[src/rtl/jfs_pkg.sv]
package jfs_pkg;

  typedef enum logic [1:0] {
    ST_REQ  = 2'd0,
    ST_WAIT = 2'd1,
    ST_DEC  = 2'd2,
    ST_COND = 2'd3
  } seq_state_e;

  localparam logic [4:0] JUMP_PREFIX = 5'b11000;

  // opcode class test
  function automatic logic is_jump(input logic [7:0] op);
    return op[7:3] == JUMP_PREFIX;
  endfunction

  // condition evaluation against the flags
  function automatic logic cond_met(input logic [2:0] cc, input logic z, input logic c);
    logic hit;
    case (cc)
      3'd0:    hit = 1'b1;
      3'd1:    hit = z;
      3'd2:    hit = !z;
      3'd3:    hit = c;
      3'd4:    hit = !c;
      default: hit = 1'b0;
    endcase
    return hit;
  endfunction

endpackage

[src/rtl/jfs_tstate_timer.sv]
module jfs_tstate_timer #(
  parameter int unsigned CYC = 2
) (
  input  logic clk,
  input  logic rst_n,
  input  logic active,
  output logic last
);

  generate
    if (CYC <= 1) begin : g_single
      logic unused_clk;
      assign unused_clk = clk ^ rst_n;
      assign last = active;
    end else begin : g_count
      localparam int unsigned CW = $clog2(CYC);
      logic [CW-1:0] cnt;

      assign last = active && (cnt == CW'(CYC - 1));

      always_ff @(posedge clk or negedge rst_n) begin
        if (!rst_n)       cnt <= '0;
        else if (!active) cnt <= '0;
        else if (last)    cnt <= '0;
        else              cnt <= cnt + 1'b1;
      end
    end
  endgenerate

endmodule

[src/rtl/jfs_pc.sv]
module jfs_pc #(
  parameter int unsigned ADDR_W = 24
) (
  input  logic              clk,
  input  logic              rst_n,
  input  logic              inc,
  input  logic              load,
  input  logic [ADDR_W-1:0] load_val,
  output logic [ADDR_W-1:0] pc
);

  function automatic logic [ADDR_W-1:0] next_pc(
    input logic [ADDR_W-1:0] cur,
    input logic              do_inc,
    input logic              do_load,
    input logic [ADDR_W-1:0] tgt
  );
    if (do_load)     return tgt;
    else if (do_inc) return cur + ADDR_W'(1);
    else             return cur;
  endfunction

  always_ff @(posedge clk or negedge rst_n) begin
    if (!rst_n) pc <= '0;
    else        pc <= next_pc(pc, inc, load, load_val);
  end

endmodule

[src/rtl/jfs_ctrl.sv]
module jfs_ctrl
  import jfs_pkg::*;
#(
  parameter int unsigned ADDR_W = 24
) (
  input  logic              clk,
  input  logic              rst_n,
  input  logic              mem_ready,
  input  logic [7:0]        mem_rdata,
  input  logic              flag_z,
  input  logic              flag_c,
  input  logic              dec_last,
  input  logic              cond_last,
  output seq_state_e        state_q,
  output logic [7:0]        opcode_q,
  output logic [ADDR_W-1:0] target_q,
  output logic              byte_take,
  output logic              pc_load,
  output logic              dec_active,
  output logic              cond_active,
  output logic              mem_req
);

  localparam int unsigned ADDR_BYTES = ADDR_W / 8;
  localparam int unsigned IDX_W      = $clog2(ADDR_BYTES + 1);

  logic [IDX_W-1:0] idx_q;   // 0 = opcode byte, k = address byte k

  assign mem_req     = (state_q == ST_REQ);
  assign byte_take   = (state_q == ST_WAIT) && mem_ready;
  assign dec_active  = (state_q == ST_DEC);
  assign cond_active = (state_q == ST_COND);
  assign pc_load     = cond_last && cond_met(opcode_q[2:0], flag_z, flag_c);

  always_ff @(posedge clk or negedge rst_n) begin
    if (!rst_n) begin
      state_q  <= ST_REQ;
      idx_q    <= '0;
      opcode_q <= '0;
      target_q <= '0;
    end else begin
      case (state_q)
        ST_REQ: state_q <= ST_WAIT;
        ST_WAIT: begin
          if (mem_ready) begin
            if (idx_q == '0) begin
              opcode_q <= mem_rdata;
              state_q  <= ST_DEC;
            end else begin
              for (int k = 0; k < int'(ADDR_BYTES); k++) begin
                if (idx_q == IDX_W'(k + 1)) target_q[8*k +: 8] <= mem_rdata;
              end
              if (idx_q == IDX_W'(ADDR_BYTES)) begin
                state_q <= ST_COND;
              end else begin
                idx_q   <= idx_q + 1'b1;
                state_q <= ST_REQ;
              end
            end
          end
        end
        ST_DEC: begin
          if (dec_last) begin
            idx_q   <= is_jump(opcode_q) ? IDX_W'(1) : '0;
            state_q <= ST_REQ;
          end
        end
        default: begin
          if (cond_last) begin
            idx_q   <= '0;
            state_q <= ST_REQ;
          end
        end
      endcase
    end
  end

endmodule

[src/rtl/jump_fetch_seq.sv]
module jump_fetch_seq
  import jfs_pkg::*;
#(
  parameter int unsigned ADDR_W   = 24,
  parameter int unsigned DEC_CYC  = 2,
  parameter int unsigned COND_CYC = 2
) (
  input  logic              clk,
  input  logic              rst_n,
  output logic              mem_req,
  output logic [ADDR_W-1:0] mem_addr,
  input  logic              mem_ready,
  input  logic [7:0]        mem_rdata,
  input  logic              flag_z,
  input  logic              flag_c,
  output logic [ADDR_W-1:0] pc,
  output logic [7:0]        opcode,
  output logic [1:0]        state
);

  seq_state_e        state_q;
  logic [ADDR_W-1:0] target_q;
  logic              byte_take;
  logic              pc_load;
  logic              dec_active, cond_active;
  logic              dec_last, cond_last;

  jfs_ctrl #(.ADDR_W(ADDR_W)) u_ctrl (
    .clk        (clk),
    .rst_n      (rst_n),
    .mem_ready  (mem_ready),
    .mem_rdata  (mem_rdata),
    .flag_z     (flag_z),
    .flag_c     (flag_c),
    .dec_last   (dec_last),
    .cond_last  (cond_last),
    .state_q    (state_q),
    .opcode_q   (opcode),
    .target_q   (target_q),
    .byte_take  (byte_take),
    .pc_load    (pc_load),
    .dec_active (dec_active),
    .cond_active(cond_active),
    .mem_req    (mem_req)
  );

  jfs_tstate_timer #(.CYC(DEC_CYC)) u_dec_timer (
    .clk   (clk),
    .rst_n (rst_n),
    .active(dec_active),
    .last  (dec_last)
  );

  jfs_tstate_timer #(.CYC(COND_CYC)) u_cond_timer (
    .clk   (clk),
    .rst_n (rst_n),
    .active(cond_active),
    .last  (cond_last)
  );

  jfs_pc #(.ADDR_W(ADDR_W)) u_pc (
    .clk     (clk),
    .rst_n   (rst_n),
    .inc     (byte_take),
    .load    (pc_load),
    .load_val(target_q),
    .pc      (pc)
  );

  assign mem_addr = pc;
  assign state    = state_q;

endmodule

[config.mk]
export PLATFORM = sky130hd
export DESIGN_NAME = jump_fetch_seq
export DESIGN_NICKNAME = d
export VERILOG_FILES = /design/src/rtl/jfs_pkg.sv /design/src/rtl/jfs_tstate_timer.sv /design/src/rtl/jfs_pc.sv /design/src/rtl/jfs_ctrl.sv /design/src/rtl/jump_fetch_seq.sv
export SDC_FILE = /design/constraint.sdc
export NUM_CORES = 1
export LEC_CHECK = 0
export ABC_CLOCK_PERIOD_IN_PS = 3200
export BUFFER_PORTS_ARGS = -buffer_cell sky130_fd_sc_hd__buf_2
export CAP_MARGIN = 15
export CORE_MARGIN = 2
export CORE_UTILIZATION = 50
export CTS_BUF_LIST = sky130_fd_sc_hd__clkbuf_8
export DETAILED_ROUTE_END_ITERATION = 12
export PLACE_DENSITY = 0.81
export SLEW_MARGIN = 20
export SYNTH_ARGS = -nofsm -noshare
export SYNTH_HDL_FRONTEND = slang
export SYNTH_SLANG_ARGS = --single-unit
[constraint.sdc]
create_clock -name clk -period 3.2 [get_ports clk]
set_clock_uncertainty 0.2 [all_clocks]
set_input_delay 0.48 -clock clk [delete_from_list [all_inputs] [get_ports clk]]
set_output_delay 0.48 -clock clk [all_outputs]
set_load 0.02 [all_outputs]
==> summary.md <==
| Metric | Value |
|---|---|
| Post-detailed-placement half-perimeter wirelength | 5150 um |
| DR pass1 iterations | 4 |
| Inserted Diodes | 0 |
| Total of max-cap violations | 0 |
| Placer Congestion | 0.834 |
| Combinational Power Share | 0.397 |
| Hold WS | 0.240 ns |
| Final ANT Viol Nets | 0 |
| Status | finished clean |
| Required @ worst endpoint | 3.26 ns |
| Num CTS Buffers | 9 |
| DRC viols | 0 |
| Die Area | 0.00722 mm^2 |
| Area leader, netlist | dfrtp_1 |
| Proportion of power drawn by the clock network | 0.212 |
| Final setup viols | 0 |
| Startpoint Class | flip-flop |
| Placed Area | 0.00348 mm^2 |
| Min-Delay Path Class | flip-flop to flip-flop |
| Switching power | 1.48 mW |
| Leak | 1.80 nW |
| Slew Viols, Final | 0 |
| CP Max Fanout | 14 |
| Sequential Power Share | 0.391 |
| Row count | 29 |
| CTS tree | done |
| RSZ-0062 raised after global routing | no |
| Fill cells | 526 |
| Nets | 358 |
| Core Area | 0.00635 mm^2 |
| Post-Syn Instances | 285 |
| Cell Int Power | 2.12 mW |
| Multi-input logic area | 0.00142 mm^2 |
| TritonCTS Sinks | 62 |
| GRT Util Overall | 0.209 |
| Reg area | 0.00155 mm^2 |
| Placed cells | 401 |
| Final min period | 2.78 ns |
| Final period utilization | 0.869 |
| Fin area | 0.00371 mm^2 |
| Via Count | 2414 |
| Pin count of the biggest net entering global routing | 43 |
| VDD IR max | 0.638 mV |
| H-tree depth | 3 |
| Class of the most critical setup path | flip-flop to flip-flop |
| YS warnings | 0 |
| Number of flops mapped to enable cells by yosys | 0 |
| WL/cell | 16.8 um |
| CP arrival | 2.84 ns |
| Sw frac | 0.411 |
| Post-synth cell types | 47 |
| Total grt overflow | 0 |
| Synthesized Nets | 307 |
| Async SR Flop Fraction | 1.00 |
| Final core occ | 0.584 |
| Latest clock arrival within the worst-skew pair | 0.34 ns |
| Hold Fails Final Rpt | 0 |
| Avg Cell Area, Syn | 11.5 um^2 |
| Area grow syn2layout | 13.1% |
| Max-slew headroom | 0.661 |
| Yosys top cell area share | 0.473 |
| Synthesized cell area | 0.00328 mm^2 |
| Vias in the first global route | 2294 |
| Max clock buf depth | 2 |
| Power per cell area | 972 mW/mm^2 |
| Setup TNS | 0 ns |
| Clk slew on worst S/H paths | 0.07 ns |
| Postcts setup bufs | 0 |
| DRT iter0 DRCs | 148 |
| #FFs+latches synth | 62 |
| Final wirelength | 7000 um |
| Vias/cell | 5.78 |
| Largest cells by area after synthesis | dfrtp_1 47%, mux2_2 11%, buf_4 5.5% |
| Initial Util | 0.516 |
| Antenna violations before repair | 0 |
| First-pass GRT wire length | 11800 um |
| Non-filler cells, final | 418 |
| Share of cells above drive strength 1 | 0.384 |
| Die width | 85.0 um |
| CTS root buf | clkbuf_8 |
| Slew @ Worst Pin | 0.508 ns |
| IO Port Bufs | 71 |
| Max frequency | 360 MHz |
| Worst Setup End Kind | flip-flop |
| Die height | 85.0 um |
| Post-synth top flop | dfrtp_1 |
| Sequential-to-total area share from yosys stat | 0.473 |
| Ports | 72 |
## cell families (layout without fill, tap and decap cells)
logic type               count (synthesis)  in the layout  share of synthesized area
AND/OR/NAND/NOR                         64             64                      0.123
AO/OA/AOI/OAI                           53             53                     0.0992
adder cells (fa/ha/maj)                  9              9                     0.0343
multiplexers                            42             42                      0.144
flip-flops                              62             62                      0.473
XOR/XNOR                                12             12                     0.0320
buffers and inverters                   43             99                     0.0939
## final timing paths
kind,cells after the start,from,slack (ns),to
worst max-delay path,6,u_ctrl.state_q[1]$_DFFE_PN0P_,0.42,u_pc.pc[19]$_DFFE_PN0P_
worst min-delay path,1,u_dec_timer.g_count.cnt$_DFF_PN0_,0.24,u_dec_timer.g_count.cnt$_DFF_PN0_
worst max register to register,6,u_ctrl.state_q[1]$_DFFE_PN0P_,0.42,u_pc.pc[19]$_DFFE_PN0P_
worst min register to register,1,u_dec_timer.g_count.cnt$_DFF_PN0_,0.24,u_dec_timer.g_count.cnt$_DFF_PN0_
max in group asynchronous,3,rst_n,1.51,u_pc.pc[9]$_DFFE_PN0P_
min in group asynchronous,2,rst_n,0.42,u_ctrl.state_q[0]$_DFFE_PN0P_
## cell usage after synthesis (2+ instances only)
master,n
dfrtp_1,62
mux2_2,33
buf_4,24
a21oi_1,21
xnor2_1,12
a31oi_1,11
nand3_1,11
nand2_1,10
ha_1,9
mux2_1,9
o21ai_1,9
inv_1,8
or3_1,8
nand4_1,5
or4_1,5
clkbuf_1,4
o31ai_1,4
and4_1,3
buf_6,3
and2_1,2
nand4_2,2
nor2_1,2
nor2b_1,2
nor3_1,2
nor4_1,2
## power by group through the flow
stage                     clock network, mW  registers, mW  logic, mW
after global placement                    0           1.39       1.41
after floorplan                           0           1.58      0.937
after global routing                  0.810           1.46       1.55
final                                 0.764           1.41       1.43
after CTS                             0.780           1.40       1.45
after detailed placement                  0           1.42       1.44
## cell usage in the layout (no fill, tap or decap), types with 3 or more instances in the layout
cell      synthesis  final
a21oi_1          21     21
a31oi_1          11     11
and4_1            3      3
buf_2             1     71
buf_4            24      3
clkbuf_8          0     10
dfrtp_1          62     62
ha_1              9      9
inv_1             8      8
mux2_1            9      9
mux2_2           33     33
nand2_1          10     10
nand3_1          11     11
nand4_1           5      5
o21ai_1           9      9
o31ai_1           4      4
or3_1             8      8
or4_1             5      5
xnor2_1          12     12
## layer usage
layer / global-route usage / share of wire
met1: 0.285 / 0.44
met5: 0 / 0
met4: 0.0880 / 0.020
met3: 0.0438 / 0.050
met2: 0.326 / 0.49
## flip-flops by register name, indices dropped and copies added (netlist names)
signal,cells
u_cond_timer.g_count.cnt,1
u_ctrl.idx_q,2
u_ctrl.opcode_q,8
u_ctrl.state_q,2
u_ctrl.target_q,24
u_dec_timer.g_count.cnt,1
u_pc.pc,24
## stage by stage
stage / power [mW] / setup WS, ns
after floorplan: 2.51 / 0.821
after global placement: 2.80 / 0.553
after detailed placement: 2.86 / 0.440
after CTS: 3.63 / 0.430
after global routing: 3.82 / 0.290
final: 3.60 / 0.419
## repair_timing
item,in CTS,in global routing
endpoints found under the hold margin,20,0
endpoints found under the setup margin,0,0
hold buffers,1,0
gates resized for setup,0,0
## worst max-delay path, stage by stage (launching register included)
cell     delay (ns)
dfrtp_1        0.42
inv_1          0.11
ha_1           0.46
nand2_4        0.13
or4_4          0.66
or4_1          0.53
a31oi_1        0.19
## layout make-up
type | instances | share of cell area
clock buffers | 10 | 0.0371
clock inverters | 6 | 0.0229
inverters | 8 | 0.00810
multi-input cells | 180 | 0.383
flip-flops and latches | 62 | 0.418
well taps | 77 | 0.0260
repair buffers | 75 | 0.105
(Power assumes the default switching activity.)
